==> src/rtl/cfgslv_pkg.sv <==
package cfgslv_pkg;
  localparam int BYTE_W    = 8;
  localparam int HDR_BYTES = 2;   // command + byte count, discarded on write

  typedef enum logic [2:0] {
    ST_IDLE,
    ST_ADDR,
    ST_AACK,
    ST_WRX,
    ST_WACK,
    ST_TX,
    ST_RACK
  } eng_state_t;
endpackage

==> src/rtl/cfgslv_linesync.sv <==
module cfgslv_linesync #(
  parameter int STAGES = 2
) (
  input  logic clk,
  input  logic rst_n,
  input  logic scl_in,
  input  logic sda_in,
  output logic scl_s,
  output logic sda_s,
  output logic scl_rise,
  output logic scl_fall,
  output logic start_det,
  output logic stop_det
);
  logic [STAGES-1:0] scl_pipe_q;
  logic [STAGES-1:0] sda_pipe_q;
  logic              scl_prev_q;
  logic              sda_prev_q;
  logic [STAGES-1:0] scl_pipe_d;
  logic [STAGES-1:0] sda_pipe_d;

  generate
    if (STAGES == 1) begin : g_one
      always_comb begin
        scl_pipe_d = scl_in;
        sda_pipe_d = sda_in;
      end
    end else begin : g_many
      always_comb begin
        scl_pipe_d = {scl_pipe_q[STAGES-2:0], scl_in};
        sda_pipe_d = {sda_pipe_q[STAGES-2:0], sda_in};
      end
    end
  endgenerate

  always_ff @(posedge clk or negedge rst_n) begin
    if (!rst_n) begin
      scl_pipe_q <= '1;
      sda_pipe_q <= '1;
      scl_prev_q <= 1'b1;
      sda_prev_q <= 1'b1;
    end else begin
      scl_pipe_q <= scl_pipe_d;
      sda_pipe_q <= sda_pipe_d;
      scl_prev_q <= scl_pipe_q[STAGES-1];
      sda_prev_q <= sda_pipe_q[STAGES-1];
    end
  end

  always_comb begin
    scl_s     = scl_pipe_q[STAGES-1];
    sda_s     = sda_pipe_q[STAGES-1];
    scl_rise  = scl_s & ~scl_prev_q;
    scl_fall  = ~scl_s & scl_prev_q;
    start_det = scl_s & scl_prev_q & sda_prev_q & ~sda_s;
    stop_det  = scl_s & scl_prev_q & ~sda_prev_q & sda_s;
  end
endmodule

==> src/rtl/cfgslv_engine.sv <==
module cfgslv_engine
  import cfgslv_pkg::*;
#(
  parameter int         NREGS     = 6,
  parameter logic [6:0] DEV_ADDR7 = 7'h69,
  localparam int        IDX_W     = $clog2(NREGS + HDR_BYTES + 1),
  localparam int        PTR_W     = (NREGS > 1) ? $clog2(NREGS) : 1
) (
  input  logic                      clk,
  input  logic                      rst_n,
  input  logic                      sda_s,
  input  logic                      scl_rise,
  input  logic                      scl_fall,
  input  logic                      start_det,
  input  logic                      stop_det,
  input  logic [BYTE_W*NREGS-1:0]   rd_regs,
  output logic                      sda_oe,
  output logic                      wr_req,
  output logic [PTR_W-1:0]          wr_ptr,
  output logic [BYTE_W-1:0]         wr_byte
);
  localparam logic [IDX_W-1:0] IDX_MAX  = IDX_W'(NREGS + HDR_BYTES);
  localparam logic [IDX_W-1:0] IDX_HDR  = IDX_W'(HDR_BYTES);
  localparam logic [IDX_W-1:0] IDX_LAST = IDX_W'(NREGS + HDR_BYTES);

  eng_state_t        state_q, state_d;
  logic [3:0]        cnt_q, cnt_d;
  logic [7:0]        sh_q, sh_d;
  logic [IDX_W-1:0]  idx_q, idx_d;
  logic              rnw_q, rnw_d;
  logic              acked_q, acked_d;
  logic              oe_q, oe_d;
  logic [7:0]        rd_sel;

  // byte offered on a read: count first, then registers, then all ones
  always_comb begin
    rd_sel = 8'hFF;
    if (idx_q == '0) rd_sel = 8'(NREGS);
    for (int i = 0; i < NREGS; i++) begin
      if (idx_q == IDX_W'(i + 1)) rd_sel = rd_regs[i*BYTE_W +: BYTE_W];
    end
  end

  always_comb begin
    state_d = state_q;
    cnt_d   = cnt_q;
    sh_d    = sh_q;
    idx_d   = idx_q;
    rnw_d   = rnw_q;
    acked_d = acked_q;
    oe_d    = oe_q;
    wr_req  = 1'b0;
    wr_ptr  = PTR_W'(idx_q - IDX_HDR);
    wr_byte = sh_q;
    if (start_det) begin
      state_d = ST_ADDR;
      cnt_d   = '0;
      oe_d    = 1'b0;
    end else if (stop_det) begin
      state_d = ST_IDLE;
      oe_d    = 1'b0;
    end else begin
      case (state_q)
        ST_ADDR, ST_WRX: begin
          if (scl_rise && cnt_q != 4'd8) begin
            sh_d  = {sh_q[6:0], sda_s};
            cnt_d = cnt_q + 4'd1;
          end else if (scl_fall && cnt_q == 4'd8) begin
            if (state_q == ST_ADDR) begin
              if (sh_q[7:1] == DEV_ADDR7) begin
                oe_d    = 1'b1;
                rnw_d   = sh_q[0];
                idx_d   = '0;
                state_d = ST_AACK;
              end else begin
                state_d = ST_IDLE;
              end
            end else begin
              oe_d    = 1'b1;
              state_d = ST_WACK;
              if (idx_q >= IDX_HDR && idx_q < IDX_LAST) wr_req = 1'b1;
              if (idx_q != IDX_MAX) idx_d = idx_q + 1'b1;
            end
          end
        end
        ST_AACK: begin
          if (scl_fall) begin
            cnt_d = '0;
            if (rnw_q) begin
              sh_d    = rd_sel;
              oe_d    = ~rd_sel[7];
              state_d = ST_TX;
            end else begin
              oe_d    = 1'b0;
              state_d = ST_WRX;
            end
          end
        end
        ST_WACK: begin
          if (scl_fall) begin
            oe_d    = 1'b0;
            cnt_d   = '0;
            state_d = ST_WRX;
          end
        end
        ST_TX: begin
          if (scl_fall) begin
            if (cnt_q == 4'd7) begin
              oe_d    = 1'b0;
              acked_d = 1'b0;
              state_d = ST_RACK;
              if (idx_q != IDX_MAX) idx_d = idx_q + 1'b1;
            end else begin
              sh_d  = {sh_q[6:0], 1'b1};
              oe_d  = ~sh_q[6];
              cnt_d = cnt_q + 4'd1;
            end
          end
        end
        ST_RACK: begin
          if (scl_rise) begin
            acked_d = ~sda_s;
          end else if (scl_fall) begin
            if (acked_q) begin
              sh_d    = rd_sel;
              oe_d    = ~rd_sel[7];
              cnt_d   = '0;
              state_d = ST_TX;
            end else begin
              state_d = ST_IDLE;
            end
          end
        end
        default: state_d = ST_IDLE;
      endcase
    end
  end

  always_ff @(posedge clk or negedge rst_n) begin
    if (!rst_n) begin
      state_q <= ST_IDLE;
      cnt_q   <= '0;
      sh_q    <= '0;
      idx_q   <= '0;
      rnw_q   <= 1'b0;
      acked_q <= 1'b0;
      oe_q    <= 1'b0;
    end else begin
      state_q <= state_d;
      cnt_q   <= cnt_d;
      sh_q    <= sh_d;
      idx_q   <= idx_d;
      rnw_q   <= rnw_d;
      acked_q <= acked_d;
      oe_q    <= oe_d;
    end
  end

  assign sda_oe = oe_q;
endmodule

==> src/rtl/cfgslv_regbank.sv <==
module cfgslv_regbank
  import cfgslv_pkg::*;
#(
  parameter int                      NREGS     = 6,
  parameter logic [BYTE_W*NREGS-1:0] RESET_VAL = 48'h5A_FF_0F_F0_C3_00,
  localparam int                     PTR_W     = (NREGS > 1) ? $clog2(NREGS) : 1
) (
  input  logic                    clk,
  input  logic                    rst_n,
  input  logic                    wr_req,
  input  logic [PTR_W-1:0]        wr_ptr,
  input  logic [BYTE_W-1:0]       wr_byte,
  output logic [BYTE_W*NREGS-1:0] regs,
  output logic [NREGS-1:0]        wr_stb,
  output logic [4:0]              sel_code
);
  genvar g;
  generate
    for (g = 0; g < NREGS; g++) begin : g_byte
      logic hit;
      logic [BYTE_W-1:0] byte_q;
      logic stb_q;
      assign hit = wr_req && (wr_ptr == PTR_W'(g));
      always_ff @(posedge clk or negedge rst_n) begin
        if (!rst_n) begin
          byte_q <= RESET_VAL[g*BYTE_W +: BYTE_W];
          stb_q  <= 1'b0;
        end else begin
          stb_q <= hit;
          if (hit) byte_q <= wr_byte;
        end
      end
      assign regs[g*BYTE_W +: BYTE_W] = byte_q;
      assign wr_stb[g] = stb_q;
    end
  endgenerate

  // selection field order: bit 2 is the top, then 7 down to 4
  assign sel_code = {regs[2], regs[7], regs[6], regs[5], regs[4]};
endmodule

==> src/rtl/cfg_serial_slave.sv <==
module cfg_serial_slave
  import cfgslv_pkg::*;
#(
  parameter int                      NREGS       = 6,
  parameter int                      SYNC_STAGES = 2,
  parameter logic [6:0]              DEV_ADDR7   = 7'h69,
  parameter logic [BYTE_W*NREGS-1:0] RESET_VAL   = 48'h5A_FF_0F_F0_C3_00,
  localparam int                     PTR_W       = (NREGS > 1) ? $clog2(NREGS) : 1
) (
  input  logic                    clk,
  input  logic                    rst_n,
  input  logic                    scl_in,
  input  logic                    sda_in,
  output logic                    sda_oe,
  output logic [BYTE_W*NREGS-1:0] cfg_regs,
  output logic [NREGS-1:0]        cfg_wr_stb,
  output logic [4:0]              sel_code
);
  logic [1:0]        rst_pipe_q;
  logic              rst_sync_n;
  logic              scl_s, sda_s, scl_rise, scl_fall, start_det, stop_det;
  logic              wr_req;
  logic [PTR_W-1:0]  wr_ptr;
  logic [BYTE_W-1:0] wr_byte;

  always_ff @(posedge clk or negedge rst_n) begin
    if (!rst_n) rst_pipe_q <= 2'b00;
    else        rst_pipe_q <= {rst_pipe_q[0], 1'b1};
  end
  assign rst_sync_n = rst_pipe_q[1];

  cfgslv_linesync #(.STAGES(SYNC_STAGES)) u_sync (
    .clk       (clk),
    .rst_n     (rst_sync_n),
    .scl_in    (scl_in),
    .sda_in    (sda_in),
    .scl_s     (scl_s),
    .sda_s     (sda_s),
    .scl_rise  (scl_rise),
    .scl_fall  (scl_fall),
    .start_det (start_det),
    .stop_det  (stop_det)
  );

  cfgslv_engine #(.NREGS(NREGS), .DEV_ADDR7(DEV_ADDR7)) u_eng (
    .clk       (clk),
    .rst_n     (rst_sync_n),
    .sda_s     (sda_s),
    .scl_rise  (scl_rise),
    .scl_fall  (scl_fall),
    .start_det (start_det),
    .stop_det  (stop_det),
    .rd_regs   (cfg_regs),
    .sda_oe    (sda_oe),
    .wr_req    (wr_req),
    .wr_ptr    (wr_ptr),
    .wr_byte   (wr_byte)
  );

  cfgslv_regbank #(.NREGS(NREGS), .RESET_VAL(RESET_VAL)) u_bank (
    .clk      (clk),
    .rst_n    (rst_sync_n),
    .wr_req   (wr_req),
    .wr_ptr   (wr_ptr),
    .wr_byte  (wr_byte),
    .regs     (cfg_regs),
    .wr_stb   (cfg_wr_stb),
    .sel_code (sel_code)
  );
endmodule

==> config.mk <==
export PLATFORM = sky130hd
export DESIGN_NAME = cfg_serial_slave
export DESIGN_NICKNAME = d
export VERILOG_FILES = /design/src/rtl/cfgslv_pkg.sv /design/src/rtl/cfgslv_linesync.sv /design/src/rtl/cfgslv_engine.sv /design/src/rtl/cfgslv_regbank.sv /design/src/rtl/cfg_serial_slave.sv
export SDC_FILE = /design/constraint.sdc
export NUM_CORES = 1
export LEC_CHECK = 0
export ABC_AREA = 1
export BUFFER_PORTS_ARGS = -buffer_cell sky130_fd_sc_hd__buf_2
export CORE_MARGIN = 3
export CORE_UTILIZATION = 62
export CTS_CLUSTER_DIAMETER = 100
export DETAILED_ROUTE_END_ITERATION = 16
export GPL_TIMING_DRIVEN = 0
export PLACE_DENSITY = 0.88
export SETUP_SLACK_MARGIN = 0.15
export SYNTH_ARGS = -nofsm -noshare
export SYNTH_HDL_FRONTEND = slang
export SYNTH_SLANG_ARGS = --single-unit
==> constraint.sdc <==
create_clock -name clk -period 6.7 [get_ports clk]
set_input_delay 0.67 -clock clk [delete_from_list [all_inputs] [get_ports clk]]
set_output_delay 0.67 -clock clk [all_outputs]
set_load 0.03 [all_outputs]
# Word-level counts from Yosys, hierarchy flattened
# Cells that the tools add are included.
# Widths: inputs -> output; s select.
[totals]
regBits = 84
wordCells = 198
out_inout_bits = 60
[op_classes]
n_bitwise = 16
mux = 75
n_reduce_logical = 25
magnitude_cmp = 2
addsub = 3
eq_ne = 53
[ops]
columns = ["op", "n"]
rows = [
  ["$mux 8", 15],
  ["$mux 4", 16],
  ["$mux 3", 13],
  ["$pmux 8 s4", 1],
  ["$ne 4x3->1 const B", 7],
  ["$mux 1", 24],
  ["$ne 2x1->1 const B", 9],
  ["$eq 4x3->1 const B", 4],
  ["$ne 4x4->1 const B", 4],
  ["$pmux 4 s4", 1],
  ["$reduce_and 8->1", 2],
  ["$eq 3x3->1 const B", 5],
  ["$pmux 3 s5", 1],
  ["$eq 3x2->1 const B", 4],
  ["$ne 3x2->1 const B", 4],
  ["$reduce_and 11->1", 1],
  ["$reduce_and 10->1", 1],
  ["$logic_and 1x1->1", 9],
  ["$ne 3x3->1 const B", 3],
  ["$not 1->1", 9],
  ["$reduce_and 9->1", 1],
  ["$add 4x1->4 const B", 2],
  ["$eq 4x2->1 const B", 2],
  ["$ne 2x2->1 const B", 4],
  ["other kinds (23)", 32],
]

# Longest topological paths before layout
[logic_depth]
ltp_word = 15
mapped_depth = 14

# Cells and area by module
# From an unflattened synthesis, not the netlist that was laid out.
[unflattened]
hier_cells = 616
area_unflattened_um2 = 4580.6
[modules_own_cells]
columns = ["module", "cells_per_inst", "instances", "seq_area_each_um2", "area_per_inst_um2"]
rows = [
  ["cfgslv_regbank", 238, 1, 1381.3, 2217.1],
  ["cfgslv_engine", 358, 1, 550.5, 2110.8],
  ["cfgslv_linesync", 17, 1, 157.7, 198.9],
  ["cfg_serial_slave", 3, 1, 50.0, 53.8],
]

# Worst setup path before layout
# Ideal clock, no wire load.
[synth_timing]
path_type = "reg-to-reg"
from = "register u_eng.idx_q[2]"
to = "register u_bank.g_byte[0].byte_q[7]"
stages_incl_launch_ff = 8
arrival_ps = 1563
setup_slack_ps = 5011
synth_period_minus_slack_ps = 1689
path_cell_list = "dfrtp_1 > inv_1 > ha_1 > inv_1 > nand3_4 > buf_6 > nand2_1 > o21ai_1"
[synth_via]
elab_chain_cells = 10
elab_cells_between_ends = 13
cone_classes = "1 x add/sub; 2 x order compare; 7 x mux; 3 x reduce/logical"
[synth_lines]
columns = ["item", "line", "text"]
rows = [
  ["start: declaration", "cfgslv_engine.sv:29", "logic [IDX_W-1:0] idx_q, idx_d;"],
  ["start signal: assignment", "cfgslv_engine.sv:152", "idx_q <= idx_d;"],
  ["$ge 4x2->1 / $lt 4x4->1 (equally long branches)", "cfgslv_engine.sv:81", "if (idx_q >= IDX_HDR && idx_q < IDX_LAST) wr_req = 1'b1;"],
  ["$logic_and 1x1->1", "cfgslv_engine.sv:81", ""],
  ["$mux 1", "cfgslv_engine.sv:81", ""],
  ["$mux 1", "cfgslv_engine.sv:69", "if (state_q == ST_ADDR) begin"],
  ["$mux 1", "cfgslv_engine.sv:68", "end else if (scl_fall && cnt_q == 4'd8) begin"],
  ["$mux 1", "cfgslv_engine.sv:65", "if (scl_rise && cnt_q != 4'd8) begin"],
  ["$mux 1", "cfgslv_engine.sv:63", "case (state_q)"],
  ["$mux 1", "cfgslv_engine.sv:59", "end else if (stop_det) begin"],
  ["$mux 1", "cfgslv_engine.sv:55", "if (start_det) begin"],
  ["$logic_and 1x1->1 (*)", "cfgslv_regbank.sv:23", "assign hit = wr_req && (wr_ptr == PTR_W'(g));"],
  ["end signal: assignment", "cfgslv_regbank.sv:26", "byte_q <= RESET_VAL[g*BYTE_W +: BYTE_W];"],
  ["end signal: assignment", "cfgslv_regbank.sv:30", "if (hit) byte_q <= wr_byte;"],
  ["end: declaration", "cfgslv_regbank.sv:21", "logic [BYTE_W-1:0] byte_q;"],
]
# Mark *: on every way between the ends. The rest lies on a longest branch, timed or not.
# A chain may end at the register's enable or synchronous reset.

# Worst setup path after layout
[layout_timing]
from = "register u_eng.idx_q[0]"
to = "register u_eng.sh_q[1], in the netlist u_eng.wr_byte[1]"
[layout_via]
elab_chain_cells = 11
elab_cells_between_ends = 18
cone_classes = "6 x eq/ne; 12 x mux"
[layout_lines]
columns = ["item", "line", "text"]
rows = [
  ["$eq 4x1->1", "cfgslv_engine.sv:40", "if (idx_q == IDX_W'(i + 1)) rd_sel = rd_regs[i*BYTE_W +: BYTE_W];"],
  ["$mux 8 (5 in series)", "cfgslv_engine.sv:40", ""],
  ["$mux 8 (*)", "cfgslv_engine.sv:40", ""],
  ["$mux 8", "cfgslv_engine.sv:124", "if (acked_q) begin"],
  ["$mux 8", "cfgslv_engine.sv:123", "end else if (scl_fall) begin"],
  ["$mux 8", "cfgslv_engine.sv:121", "if (scl_rise) begin"],
  ["$pmux 8 s4 (*)", "cfgslv_engine.sv:63", ""],
  ["end signal: assignment", "cfgslv_engine.sv:143", "sh_q <= '0;"],
  ["end signal: assignment", "cfgslv_engine.sv:151", "sh_q <= sh_d;"],
  ["end: declaration", "cfgslv_engine.sv:28", "logic [7:0] sh_q, sh_d;"],
]
# Mark *: on every way between the ends. The rest lies on a longest branch, timed or not. The select of a mux whose other input is x is not followed.

==> results.py <==
metrics = {
    "place": {
        "post-place-ws_ns": 4.72,
        "placed_cell_area_mm2": 0.00504,
        "io_buffers": 63,
        "dp_cells": 735,
        "hpwl_um": 8400,
        "globalplace.congestion": 0.901,
    },
    "global_route": {
        "gr-total-overflow": 0,
        "grt_max_degree": 44,
        "grt_pass1_wl_um": 19300,
        "grt_use_total_pct": 29.0,
        "antenna_found_initial": 0,
        "grt_pass1_vias": 3990,
    },
    "final_layout": {
        "fin_area_mm2": 0.00525,
        "fillCellCount": 509,
        "nNetsFinal": 662,
        "antenna_cells": 0,
        "stdcell_count": 751,
        "area_delta_synth_final_pct": 14.5,
        "drive_gt1_share_pct": 27.6,
    },
    "power": {
        "power_frac_seq_pct": 51.8,
        "peakVddDrop_v": 0.000151,
        "p_leak_nw": 2.77,
        "power.density_mw_per_mm2": 202,
        "internal-power_mw": 0.742,
        "power_switching_mw": 0.317,
        "power_frac_clock_pct": 36.4,
        "power_frac_comb_pct": 11.8,
        "p_sw_share_pct": 30.0,
    },
    "timing": {
        "min_period_ns": 2.10,
        "min_period_over_period_pct": 31.4,
        "tightest_slew_ns": 0.558,
        "timing.setup.tns_ns": 0,
        "rsz0062_at_grt": "false",
        "finalHoldViolCount": 0,
        "clock_skew_ns": 0.0144,
        "report.final.slew_viol_count": 0,
        "setup_viol_count_final": 0,
        "holdWs_ns": 0.0617,
        "clock.fmax_mhz": 476,
        "worst_slack_ns": 4.60,
        "slew_headroom_pct": 62.8,
    },
    "floorplan": {
        "rows": 30,
        "fp.dieW_um": 92,
        "boundaryPins": 64,
        "core_area_mm2": 0.00698,
        "initial_utilization_pct": 65.7,
        "die-area_mm2": 0.00846,
        "die_h_um": 92,
    },
    "detailed_routing": {
        "firstDrtPassIters": 5,
        "ant_nets": 0,
        "drt_iter0_drc": 356,
        "top_layer": "met4",
        "wl_um": 11600,
        "vias": 4195,
        "wl_met2_um": 5460,
        "met3_length_um": 932,
        "drt-wirelength-per-cell_um": 15.5,
        "drcViolationCount": 0,
        "wl_met1_um": 4910,
        "viasPerCell": 5.59,
    },
    "worst_setup_path": {
        "r2r_cells": 10,
        "cp_data_required_time_ns": 6.99,
        "cp_common_cell": "nand2_1",
        "rrSetupSlack_ns": 4.60,
        "path_class": "reg -> reg",
        "r2r_end": "u_eng.wr_byte[1]$_DFFE_PN0P_",
        "cp_cell_sequence": "ha_1, clkbuf_1, nand3_1, nand2_1, inv_1, nand2_1, nand2_1, nand2_1, nand2_1, a21oi_1",
        "worstSetupStartpointType": "flip-flop",
        "worstPathArrival_ns": 2.40,
        "cpMaxStageDelayCell": "dfrtp_1",
        "max_stage_delay_ns": 0.46,
        "cp_num_buf_inv": 2,
        "cp_max_fo": 10,
        "critical_path.endpoint_type": "flip-flop",
        "reg2reg_from": "u_eng.idx_q[0]$_DFFE_PN0P_",
        "cpLargestDelayFamily": "simple AND/OR/NAND/NOR gates",
    },
    "synthesis": {
        "synth_area_mm2": 0.00459,
        "synth.distinct_cells": 34,
        "synthFlopType": "dfrtp_1",
        "yosysTopAreaCellShare_pct": 29.5,
        "synth.area.top_cells": "dfrtp_1, dfstp_2, nand2_1",
        "synth_area_per_cell_um2": 7.98,
        "yosysSeqAreaShare_pct": 46.7,
        "async_flop_share_pct": 100,
        "ys_seq_elements": 84,
        "synth_edf_count": 0,
        "yosysTopAreaCell": "dfrtp_1",
        "synth.yosys.warnings": 0,
        "postSynthNetCount": 587,
        "synthCells": 575,
    },
    "run": {
        "maxCapViolations": 0,
    },
    "clocking": {
        "htreeDepth": 3,
        "clk_pin_slew_ns": 0.09,
        "cts_hold_buf": 0,
        "cts_repair_resize_count": 0,
        "cts_setup_buffers": 0,
        "numCtsBuffers": 9,
        "clockRootBuffer": "clkbuf_8",
        "clk_latency_ns": 0.38,
        "cts_tree": "done",
        "cts_num_sinks": 84,
        "clock_path_buffers": 2,
    },
    "outcome": {
        "outcome": "finished clean",
    },
    "worst_hold_path": {
        "hold_class": "in -> async",
    },
}
final cells by class:
cell class                      count  area (um2)  share of cell area, %
Inverter                           65         244                   4.65
Sequential cell                    84        2140                   40.8
Timing Repair Buffer               64         335                   6.39
Buffer                             27         215                   4.10
Multi-Input combinational cell    399        1990                   37.8
Clock buffer                        9         124                   2.36
Tap cell                           96         120                   2.29
Clock inverter                      7        82.6                   1.57
power groups by stage:
stage | Sequential [mW] | Clock [mW] | Combinational, mW
2_1_floorplan | 0.558 | 0 | 0.0801
3_3_place_gp | 0.561 | 0 | 0.109
3_5_place_dp | 0.558 | 0 | 0.119
4_1_cts | 0.549 | 0.383 | 0.122
5_1_grt | 0.552 | 0.405 | 0.142
6_report | 0.549 | 0.385 | 0.125
state kept, by name, summed over array words and instances (netlist names):
name and cells:
u_sync.sda_prev_q 1, u_eng.state_q 3, u_eng.cnt_q 4, rst_pipe_q 2
u_bank.g_byte.byte_q 48, u_eng.sda_oe 1, u_eng.rnw_q 1, u_eng.acked_q 1
u_bank.g_byte.stb_q 6, u_eng.idx_q 4, u_sync.scl_pipe_q 2, u_eng.wr_byte 8
u_sync.sda_pipe_q 2, u_sync.scl_prev_q 1
worst max path at each step:
stage | startpoint | end | depth (start not counted)
floorplan | rst_pipe_q[1]$_DFF_PN0_ | u_bank.g_byte[0].byte_q[0]$_DFFE_PN0P_ | 0
global placement | rst_pipe_q[1]$_DFF_PN0_ | u_eng.wr_byte[3]$_DFFE_PN0P_ | 0
detailed placement | u_eng.idx_q[2]$_DFFE_PN0P_ | u_bank.g_byte[5].byte_q[5]$_DFFE_PN0P_ | 12
CTS | u_eng.idx_q[1]$_DFFE_PN0P_ | u_eng.wr_byte[1]$_DFFE_PN0P_ | 11
global route | u_eng.idx_q[1]$_DFFE_PN0P_ | u_eng.wr_byte[1]$_DFFE_PN0P_ | 11
finish | u_eng.idx_q[0]$_DFFE_PN0P_ | u_eng.wr_byte[1]$_DFFE_PN0P_ | 10
metrics by stage:
stage | util (%) | power (mW)
global route | 75.2 | 1.10
finish | 75.2 | 1.06
CTS | 75.2 | 1.05
detailed placement | 72.3 | 0.677
global placement | 71.9 | 0.670
floorplan | - | 0.638
Yosys cell counts, types with 4 or more instances:
| library cell | number |
|---|---|
| nand2_1 | 167 |
| inv_1 | 59 |
| nor2_1 | 59 |
| dfrtp_1 | 54 |
| o21ai_1 | 34 |
| nand3_1 | 33 |
| dfstp_2 | 30 |
| o21ai_0 | 21 |
| a21oi_1 | 18 |
| o21ai_2 | 16 |
| buf_4 | 12 |
| ha_1 | 8 |
| buf_2 | 6 |
| buf_6 | 6 |
| inv_2 | 6 |
| nand3_4 | 6 |
| nand3b_1 | 6 |
| or2_2 | 6 |
| nand2_2 | 4 |
placed cells by master (no fill, tap or decap), types with 2 or more instances in the layout:
cell type / n
nand2_1: 167
buf_2: 69
inv_1: 59
nor2_1: 59
dfrtp_1: 53
o21ai_1: 34
nand3_1: 33
dfstp_2: 30
o21ai_0: 21
a21oi_1: 18
o21ai_2: 16
buf_4: 12
clkbuf_8: 9
ha_1: 8
inv_2: 6
nand3_4: 6
buf_6: 6
nand3b_1: 6
or2_2: 6
nand2_2: 4
nor2_2: 3
nor3_1: 3
nand4_1: 3
xor2_1: 3
buf_12: 2
clkbuf_1: 2
inv_8: 2
worst reg2reg max path: stages (launching register included):
cell	delay, ns
dfrtp_1	0.46
ha_1	0.35
clkbuf_1	0.44
nand3_1	0.16
nand2_1	0.08
inv_1	0.04
nand2_1	0.08
nand2_1	0.06
nand2_1	0.09
nand2_1	0.09
a21oi_1	0.17
logic make-up after synthesis:
logic type	share of synthesized area, %
flops	46.7
buf+inv	10.0
other cells	0.0818
fa+ha+maj	2.18
xor+xnor	0.573
simple gates	28.8
compound gates	11.7
per-layer routing:
layer / GRT usage [%] / vias up
li1: - / 1962
met5: 0 / -
met4: 13.2 / 0
met2: 46.4 / 210
met1: 39.3 / 1991
met3: 3.86 / 32
No activity file was read; power rests on OpenSTA's default activity.
